--- src/rtl/serdes_link_pm.sv ---
module serdes_link_pm #(
  parameter int CLK_MHZ   = 200,
  parameter int FILTER_US = 15,
  parameter int DW        = 16
) (
  input  logic          clk,
  input  logic          ser_rst_n,
  input  logic          ser_run,
  input  logic          des_rst_n,
  output logic [3:0]    ctl_out,
  input  logic [3:0]    ctl_in,
  input  logic [DW-1:0] par_in,
  output logic          des_en,
  output logic [1:0]    des_mode,
  output logic [DW-1:0] par_q
);

  localparam int LIM = CLK_MHZ * FILTER_US;
  localparam int CW  = $clog2(LIM + 1);
  localparam logic [1:0] M_PD  = 2'b00;
  localparam logic [1:0] M_SB  = 2'b01;
  localparam logic [1:0] M_ACT = 2'b10;

  logic [CW-1:0] ser_cnt, des_cnt;
  logic          ser_ok, des_ok;
  logic          armed;
  logic          all_hi, all_lo, pd;

  always_ff @(posedge clk) begin
    if (!ser_rst_n) begin
      ser_cnt <= '0;
      ser_ok  <= 1'b0;
    end else begin
      if (ser_cnt != CW'(LIM)) ser_cnt <= ser_cnt + 1'b1;
      if (ser_cnt == CW'(LIM - 1)) ser_ok <= 1'b1;
    end
  end

  always_ff @(posedge clk) begin
    if (!des_rst_n) begin
      des_cnt <= '0;
      des_ok  <= 1'b0;
    end else begin
      if (des_cnt != CW'(LIM)) des_cnt <= des_cnt + 1'b1;
      if (des_cnt == CW'(LIM - 1)) des_ok <= 1'b1;
    end
  end

  always_ff @(posedge clk)
    ctl_out <= (ser_rst_n && ser_ok && ser_run) ? 4'b0000 : 4'b1111;

  assign all_hi = &ctl_in;
  assign all_lo = ~|ctl_in;
  assign pd     = !des_rst_n || !des_ok;

  always_ff @(posedge clk) begin
    if (pd) begin
      des_mode <= M_PD;
      armed    <= 1'b0;
      par_q    <= '0;
    end else begin
      if (des_mode == M_ACT) par_q <= par_in;
      if (all_hi) begin
        des_mode <= M_SB;
        armed    <= 1'b1;
      end else if (all_lo && armed) begin
        des_mode <= M_ACT;
      end else if (des_mode == M_PD) begin
        des_mode <= M_SB;
      end
    end
  end

  assign des_en = (des_mode == M_ACT);

  // a completed filter implies a saturated high count
  a_r2_filter_full: assert property (@(posedge clk) disable iff (!des_rst_n)
    des_ok |-> (des_cnt == CW'(LIM)));

  // power-down state while the filter has not completed
  a_r1_pd_clear: assert property (@(posedge clk) disable iff (!des_rst_n)
    !des_ok |-> (des_mode == M_PD && par_q == '0));

  // only the two legal control words
  a_r4_ctl_word: assert property (@(posedge clk) disable iff (!ser_rst_n)
    (ctl_out == 4'b0000 || ctl_out == 4'b1111));

  // standby holds the parallel output
  a_r7_hold: assert property (@(posedge clk) disable iff (!des_rst_n)
    (des_mode == M_SB) |=> (par_q == $past(par_q)));

  // no enable without arming
  a_r9_unarmed: assert property (@(posedge clk) disable iff (!des_rst_n)
    (des_mode != M_ACT && !armed && !all_hi) |=> (des_mode != M_ACT));

  // mixed words keep the mode
  a_r10_mixed: assert property (@(posedge clk) disable iff (!des_rst_n)
    (des_ok && des_mode != M_PD && !all_hi && !all_lo) |=> $stable(des_mode));

  // reserved code never used
  a_r11_code: assert property (@(posedge clk) disable iff (!des_rst_n)
    des_mode != 2'b11);

endmodule

--- config.mk ---
export PLATFORM = sky130hd
export DESIGN_NAME = serdes_link_pm
export DESIGN_NICKNAME = d
export VERILOG_FILES = /design/src/rtl/serdes_link_pm.sv
export SDC_FILE = /design/constraint.sdc
export NUM_CORES = 1
export LEC_CHECK = 0
export ABC_AREA = 1
export CAP_MARGIN = 20
export CORE_MARGIN = 10
export CORE_UTILIZATION = 50
export CTS_CLUSTER_DIAMETER = 40
export CTS_CLUSTER_SIZE = 25
export DETAILED_ROUTE_END_ITERATION = 8
export PLACE_DENSITY = 0.9
export SLEW_MARGIN = 20
export SYNTH_ARGS = -nofsm -noshare
export SYNTH_HDL_FRONTEND = slang
export SYNTH_SLANG_ARGS = --single-unit
--- constraint.sdc ---
create_clock -name clk -period 2.16 [get_ports clk]
set_clock_uncertainty 0.15 [all_clocks]
set_input_delay 0.648 -clock clk [delete_from_list [all_inputs] [get_ports clk]]
set_output_delay 0.648 -clock clk [all_outputs]
set_load 0.02 [all_outputs]
## Word-level counts from Yosys, hierarchy flattened

Index checks and enable logic that the tools add are counted.

| storage, ports and cells | value |
|---|---|
| logic and storage cells | 33 |
| output and inout port bits | 23 |
| memories | 0 |
| input port bits | 24 |
| latch bits | 0 |
| ROM bits | 0 |
| bits in writable memories | 0 |
| register bits | 49 |

| cells by class | value |
|---|---|
| magnitude comparators | 0 |
| bitwise operators | 0 |
| $add $sub $neg | 2 |
| divide/modulo/power cells | 0 |
| reduce and logical (&&, ||, !) cells | 13 |
| shift operators | 0 |
| muxes and demuxes | 4 |
| eq/ne operators | 5 |
| $mul | 0 |

Operators by type and width:

| cell | count |
|---|---|
| $add A12 B1 Y12 const B | 2 |
| $eq A12 B12 Y1 const B | 2 |
| $ne A12 B12 Y1 const B | 2 |
| $mux W2 | 2 |
| $mux W4 | 1 |
| $reduce_and A4 Y1 | 1 |
| $reduce_or A4 Y1 | 1 |
| $logic_and A1 B1 Y1 | 3 |
| $logic_not A1 Y1 | 3 |
| $reduce_bool A3 Y1 | 1 |
| $eq A2 B2 Y1 const B | 1 |
| $logic_not A2 Y1 | 1 |
| $reduce_bool A2 Y1 | 1 |
| $reduce_or A2 Y1 | 1 |
| $logic_or A1 B1 Y1 | 1 |
| $mux W1 | 1 |

## Logic depth before layout (Yosys ltp)

Gate-level depths: netlist of the first run.

| logic depth | value |
|---|---|
| word-level depth | 5 |
| gate-level depth with buffers | 8 |
| depth with buffers taken out | 8 |

## Least setup slack after synthesis of the first run

Ideal clock, no wire load.

| timing path | value |
|---|---|
| path kind | register to output |
| start | reg des_mode[1] |
| end | out des_en |
| setup slack | 0.444 ns |
| arrival time | 0.918 ns |
| cell stages (with the launch flop) | 4 |
| path through | dfxtp_1 > inv_1 > nor2_4 > buf_2 |

| on the way | value |
|---|---|
| cells in the longest elaborated chain, start to end | 1 |

Ends and longest elaborated chain:

| what | line | text |
|---|---|---|
| from (decl) | 14 | `output logic [1:0] des_mode,` |
| from (signal assigned) | 58 | `des_mode <= M_PD;` |
| from (signal assigned) | 64 | `des_mode <= M_SB;` |
| from (signal assigned) | 67 | `des_mode <= M_ACT;` |
| $eq A2 B2 Y1 | 74 | `assign des_en = (des_mode == M_ACT);` |
| to (decl) | 13 | `output logic des_en,` |

No other way between the ends.

==> impl_metrics.json, run 1 <==
{
  "start_util_pct": 51.99,
  "pin_count": 47,
  "htreeDepth": 2,
  "synthArstFlopShare_pct": 0,
  "p_sw_mw": 0.3213,
  "fp.dieH_um": 84.49,
  "area.sequential_um2": 920.9,
  "synthMostInstantiatedCell": "nor2_1",
  "power_frac_seq_pct": 59.8,
  "yosysTopAreaCell": "dfxtp_1",
  "fill_cells": 326,
  "maxCapViolations": 0,
  "dp.cells": 377,
  "timing.final.hold_violations": 0,
  "route.met2.wl_um": 2209,
  "fin_ws_ns": 0.05474,
  "synth_common_cells": "52 x nor2_1, 50 x nand2_1, 46 x dfxtp_1",
  "via_count": 1949,
  "switching_share_pct": 22.12,
  "cpPeakStageDelay_ns": 0.63,
  "path_buf_inv": 1,
  "syn-mean-instance-area_um2": 7.296,
  "drive_above_1_share_pct": 8.982,
  "utilization_pct": 66.50,
  "drt-met1-wl_um": 2150,
  "wl_met3_um": 379,
  "grt_pass1_wl_um": 8231,
  "cts_buffers": 5,
  "antenna_found_initial": 0,
  "endpoint_kind": "output pin",
  "clk_pin_slew_ns": 0.08,
  "leakagePower_nw": 1.051,
  "worst_slew_pin_slew_ns": 0.2828,
  "vdd_drop_max_mv": 0.2237,
  "syn_area_um2": 2079,
  "maxSlewViolCount": 0,
  "cts_setup_buffers": 0,
  "power.internal_mw": 1.131,
  "pwr-share-clk_pct": 33.6,
  "synth_edf_count": 0,
  "synthToLayoutAreaGrowth_pct": 27.92,
  "die_area_um2": 7139,
  "hpwl_um": 3603,
  "placed_area_um2": 2580,
  "viasPerCell": 5.076,
  "detail-route-antenna-nets": 0,
  "post-place-ws_ns": 0.1371,
  "crit_required_ns": 1.36,
  "tns_ns": 0,
  "first_pass_iters": 4,
  "rsz0062_at_grt": "no",
  "max_freq_mhz": 475.0,
  "grt_pass1_vias": 1861,
  "cp_slowest_cell": "clkdlybuf4s50_1",
  "wl_per_cell_um": 12.49,
  "die_w_um": 84.49,
  "synth_seq_cells": 46,
  "fin_cells": 384,
  "min_period_ns": 2.105,
  "top_layer": "met4",
  "clock_latency_ns": 0.29,
  "outcome": "completed",
  "yosysSeqAreaShare_pct": 44.28,
  "cts_tree": "yes",
  "fp-row-count": 23,
  "grt_overflow": 0,
  "synth_cells": 285,
  "holdWs_ns": 0.2428,
  "final_nets": 362,
  "power_mw": 1.453,
  "root_buffer": "clkbuf_8",
  "p_comb_share_pct": 6.6,
  "worst_ep_arrival_time_ns": 1.31,
  "stdcell_area_um2": 2660,
  "drc_errors": 0,
  "clockBufferDepth": 2,
  "crit_family": "buffers and inverters",
  "setup_violations": 0,
  "synth_cell_type_count": 20,
  "crit_chain": "clkdlybuf4s50_1",
  "slew_headroom_pct": 81.12,
  "grt_max_degree": 18,
  "grt_usage_pct": 13.34,
  "multi_input_comb_area_um2": 978.4,
  "p_per_area_nw_per_um2": 546.0,
  "synth.top_cells.by_area": "dfxtp_1 44%, nor2_1 9.4%, nand2_1 9.0%",
  "drt_wl_total_um": 4796,
  "worst-path-max-fanout": 4,
  "hold_class": "flip-flop to flip-flop",
  "synthesis.nets": 313,
  "place.port_buffers": 46,
  "ys_warn_count": 0,
  "drt_iter0_markers": 111,
  "start_kind": "flip-flop",
  "yosysTopAreaCellShare_pct": 44.28,
  "gp_congestion": 0.7729,
  "crit_type": "flip-flop to output pin",
  "period_share_pct": 97.47,
  "synth_ff_type": "dfxtp_1",
  "fp.coreArea_um2": 4000,
  "cts_sinks": 46,
  "diodes": 0
}
-- kinds of logic (layout without fill, tap and decap cells) --
group                    after synthesis  count (layout)  synth area share, %
AND/OR/NAND/NOR                      144             144                32.49
AO/OA/AOI/OAI                         47              47                11.31
flip-flops                            46              46                44.28
buffers and inverters                 42              91                8.665
adder cells (fa/ha/maj)                4               4                2.407
XOR/XNOR                               2               2               0.8425
-- area by class of cell --
cell class	instances	share of cell area, %
well taps	50	2.352
multi-input cells	197	36.78
clock inverters	2	0.3763
flip-flops and latches	46	34.62
repair buffers	50	18.49
inverters	34	4.798
clock buffers	5	2.587
-- repair_timing --
item,in CTS,in global routing
hold buffers,0,0
gates cloned,0,0
endpoints found under the setup margin,1,1
gates resized for setup,1,1
-- placed cells by master (no fill, tap or decap), drive strengths merged, types with 5 or more instances in the layout --
| master | netlist | final |
|---|---|---|
| a21oi | 21 | 21 |
| nand3 | 16 | 16 |
| nand2 | 54 | 54 |
| nor2 | 63 | 63 |
| o21ai | 26 | 26 |
| clkdlybuf4s50 | 0 | 44 |
| dfxtp | 46 | 46 |
| inv | 34 | 34 |
| nand4 | 7 | 7 |
| clkbuf | 0 | 5 |
-- sequential cells by signal, indices dropped and copies added (netlist names) --
signal    count
des_mode      2
par_q        16
ser_ok        1
des_cnt      12
des_ok        1
ctl_out       1
armed         1
ser_cnt      12
-- path summary, 6_finish.rpt --
path / from / end / slack [ns] / depth (start not counted)
setup reg to reg: des_cnt[0]$_SDFFE_PN0P_ / des_cnt[6]$_SDFFE_PN0P_ / 0.70 / 6
hold reg to reg: ser_ok$_SDFFE_PN0N_ / ctl_out[2]$_DFF_P_ / 0.24 / 1
setup / recovery: ctl_out[2]$_DFF_P_ / ctl_out[1] / 0.05 / 1
hold / removal: ser_ok$_SDFFE_PN0N_ / ctl_out[2]$_DFF_P_ / 0.24 / 1
-- metal layers --
metal	track usage, %	vias up
met5	0	-
met4	4.341	0
met3	4.348	10
met2	23.13	65
met1	15.00	872
li1	-	1002
-- power by group through the flow --
stage / sequential (mW) / combinational (mW) / clock [mW]
after detailed placement: 0.889 / 0.0961 / 0
after global placement: 0.888 / 0.0934 / 0
final: 0.868 / 0.0960 / 0.488
after global routing: 0.871 / 0.110 / 0.523
after floorplan: 0.886 / 0.0430 / 0
after CTS: 0.868 / 0.0970 / 0.497
(Power assumes the default switching activity.)
==> run 2: changes to the inputs <==
- CAP_MARGIN: 20 -> not set
==> results of run 2 <==
Final layout, timing and power as in run 1 (identical DEF).
==> run 3: changes to the inputs <==
- CORE_MARGIN: 10 -> not set
==> impl_metrics.json, run 3 (synthesis gave the netlist of run 1 again) <==
{
  "outcome": "completed",
  "layout_commonest_cell": "nor2_1",
  "maxSlewViolCount": 0,
  "grt_pass1_vias": 1922,
  "hold_depth": 1,
  "crit_required_ns": 1.36,
  "fp.dieH_um": 66.49,
  "detail-route-antenna-nets": 0,
  "cts_setup_buffers": 0,
  "place.port_buffers": 46,
  "die_area_um2": 4421,
  "crit_type": "flip-flop to output pin",
  "synthToLayoutAreaGrowth_pct": 29.66,
  "top_layer": "met4",
  "route.met2.wl_um": 2246,
  "crit_family": "buffers and inverters",
  "slew_headroom_pct": 81.98,
  "area.sequential_um2": 920.9,
  "cpPeakStageDelay_ns": 0.62,
  "viasPerCell": 5.127,
  "drc_errors": 0,
  "power_mw": 1.617,
  "hpwl_um": 3353,
  "fill_cells": 325,
  "antenna_found_initial": 0,
  "crit_chain": "clkdlybuf4s50_1",
  "layout_common_cells": "52 x nor2_1, 50 x nand2_1, 46 x dfxtp_1",
  "worst-path-max-fanout": 4,
  "grt_usage_pct": 22.98,
  "gp_congestion": 0.8385,
  "min_period_ns": 2.098,
  "min_from": "ser_ok$_SDFFE_PN0N_",
  "clockBufferDepth": 2,
  "path_buf_inv": 1,
  "htreeDepth": 2,
  "drt_iter0_markers": 123,
  "root_buffer": "clkbuf_8",
  "holdBufCountCts": 0,
  "fp-row-count": 23,
  "p_per_area_nw_per_um2": 599.5,
  "clock_latency_ns": 0.30,
  "drt_wl_total_um": 4613,
  "max_freq_mhz": 476.6,
  "grt_overflow": 0,
  "hold_class": "flip-flop to flip-flop",
  "diodes": 0,
  "maxCapViolations": 0,
  "rsz0062_at_grt": "no",
  "worst_ep_arrival_time_ns": 1.30,
  "leakagePower_nw": 1.065,
  "regMostFlops": "par_q",
  "via_count": 1974,
  "drive_above_1_share_pct": 9.254,
  "r2r_end": "des_cnt[6]$_SDFFE_PN0P_",
  "clk_pin_slew_ns": 0.09,
  "worstHoldEndpoint": "ctl_out[2]$_DFF_P_",
  "fin_cells": 385,
  "period_share_pct": 97.14,
  "timing.final.hold_violations": 0,
  "rr_worst_depth": 6,
  "pin_count": 47,
  "endpoint_kind": "output pin",
  "largest_register_ffs": 16,
  "setup_violations": 0,
  "vdd_drop_max_mv": 0.2202,
  "start_util_pct": 51.99,
  "placed_area_um2": 2580,
  "stdcell_area_um2": 2696,
  "ff2ff_setup_slack_ns": 0.72,
  "fp.coreArea_um2": 4000,
  "post-place-ws_ns": 0.2133,
  "top_regs": "par_q x16, des_cnt x12, ser_cnt x12",
  "grt_pass1_wl_um": 7803,
  "multi_input_comb_area_um2": 978.4,
  "cts_sinks": 46,
  "cp_slowest_cell": "clkdlybuf4s50_1",
  "first_pass_iters": 4,
  "grt_max_degree": 18,
  "tns_ns": 0,
  "start_kind": "flip-flop",
  "drt-met1-wl_um": 1928,
  "worst_slew_pin_slew_ns": 0.2700,
  "die_w_um": 66.49,
  "fin_ws_ns": 0.06179,
  "wl_per_cell_um": 11.98,
  "cts_buffers": 5,
  "wl_met3_um": 370,
  "cts_tree": "yes",
  "dp.cells": 377,
  "final_nets": 362,
  "r2r_start": "des_cnt[0]$_SDFFE_PN0P_"
}
[run 3: cell types whose count changed in the layout (fill, tap and decap cells not counted)]
cell,previous run,this run
bufinv_16,0,1
clkinv_2,2,1
dlymetal6s2s_1,1,2
clkdlybuf4s50_1,44,43
inv_6,0,1
[run 3: where the power goes]
group / internal [mW] / switching [mW]
Combinational: 0.0577 / 0.0417
Clock: 0.347 / 0.301
Sequential: 0.857 / 0.0124
[run 3: routing by layer]
layer | vias to the layer above | GRT usage [%]
met5 | - | 0
met4 | 0 | 8.777
met3 | 10 | 6.678
met2 | 81 | 41.84
met1 | 882 | 24.81
li1 | 1001 | -
[run 3: layout make-up]
type | instances | share of cell area (%)
Tap cell | 50 | 2.320
Timing Repair Buffer | 50 | 18.33
Multi-Input combinational cell | 197 | 36.29
Clock inverter | 3 | 1.624
Clock buffer | 5 | 2.552
Inverter | 34 | 4.733
Sequential cell | 46 | 34.15
[run 3: how the worst max path moves through the flow]
stage | endpoint | cells past startpoint | slack, ns | from
after global placement | des_en | 3 | 0.28 | des_mode[1]$_SDFFE_PP0P_
after floorplan | des_en | 3 | 0.44 | des_mode[1]$_SDFFE_PP0P_
after global routing | des_mode[0] | 1 | 0.002 | des_mode[0]$_SDFFE_PP0P_
after detailed placement | par_q[12]$_SDFFE_PP0P_ | 5 | 0.21 | des_rst_n
final | ctl_out[0] | 1 | 0.06 | ctl_out[2]$_DFF_P_
after CTS | ctl_out[2] | 1 | 0.02 | ctl_out[2]$_DFF_P_
[run 3: stage by stage]
stage               util [%]  hold slack [ns]
CTS                    67.28           0.2577
global route           67.41           0.2634
finish                 67.41           0.2549
floorplan                  -           0.2181
global placement       64.50           0.2258
detailed placement     64.50           0.2328
[run 3: repair_timing]
| item | 4_1_cts | 5_1_grt |
|---|---|---|
| setup endpoints to repair | 1 | 4 |
| gates cloned | 0 | 0 |
| resized for setup | 1 | 2 |
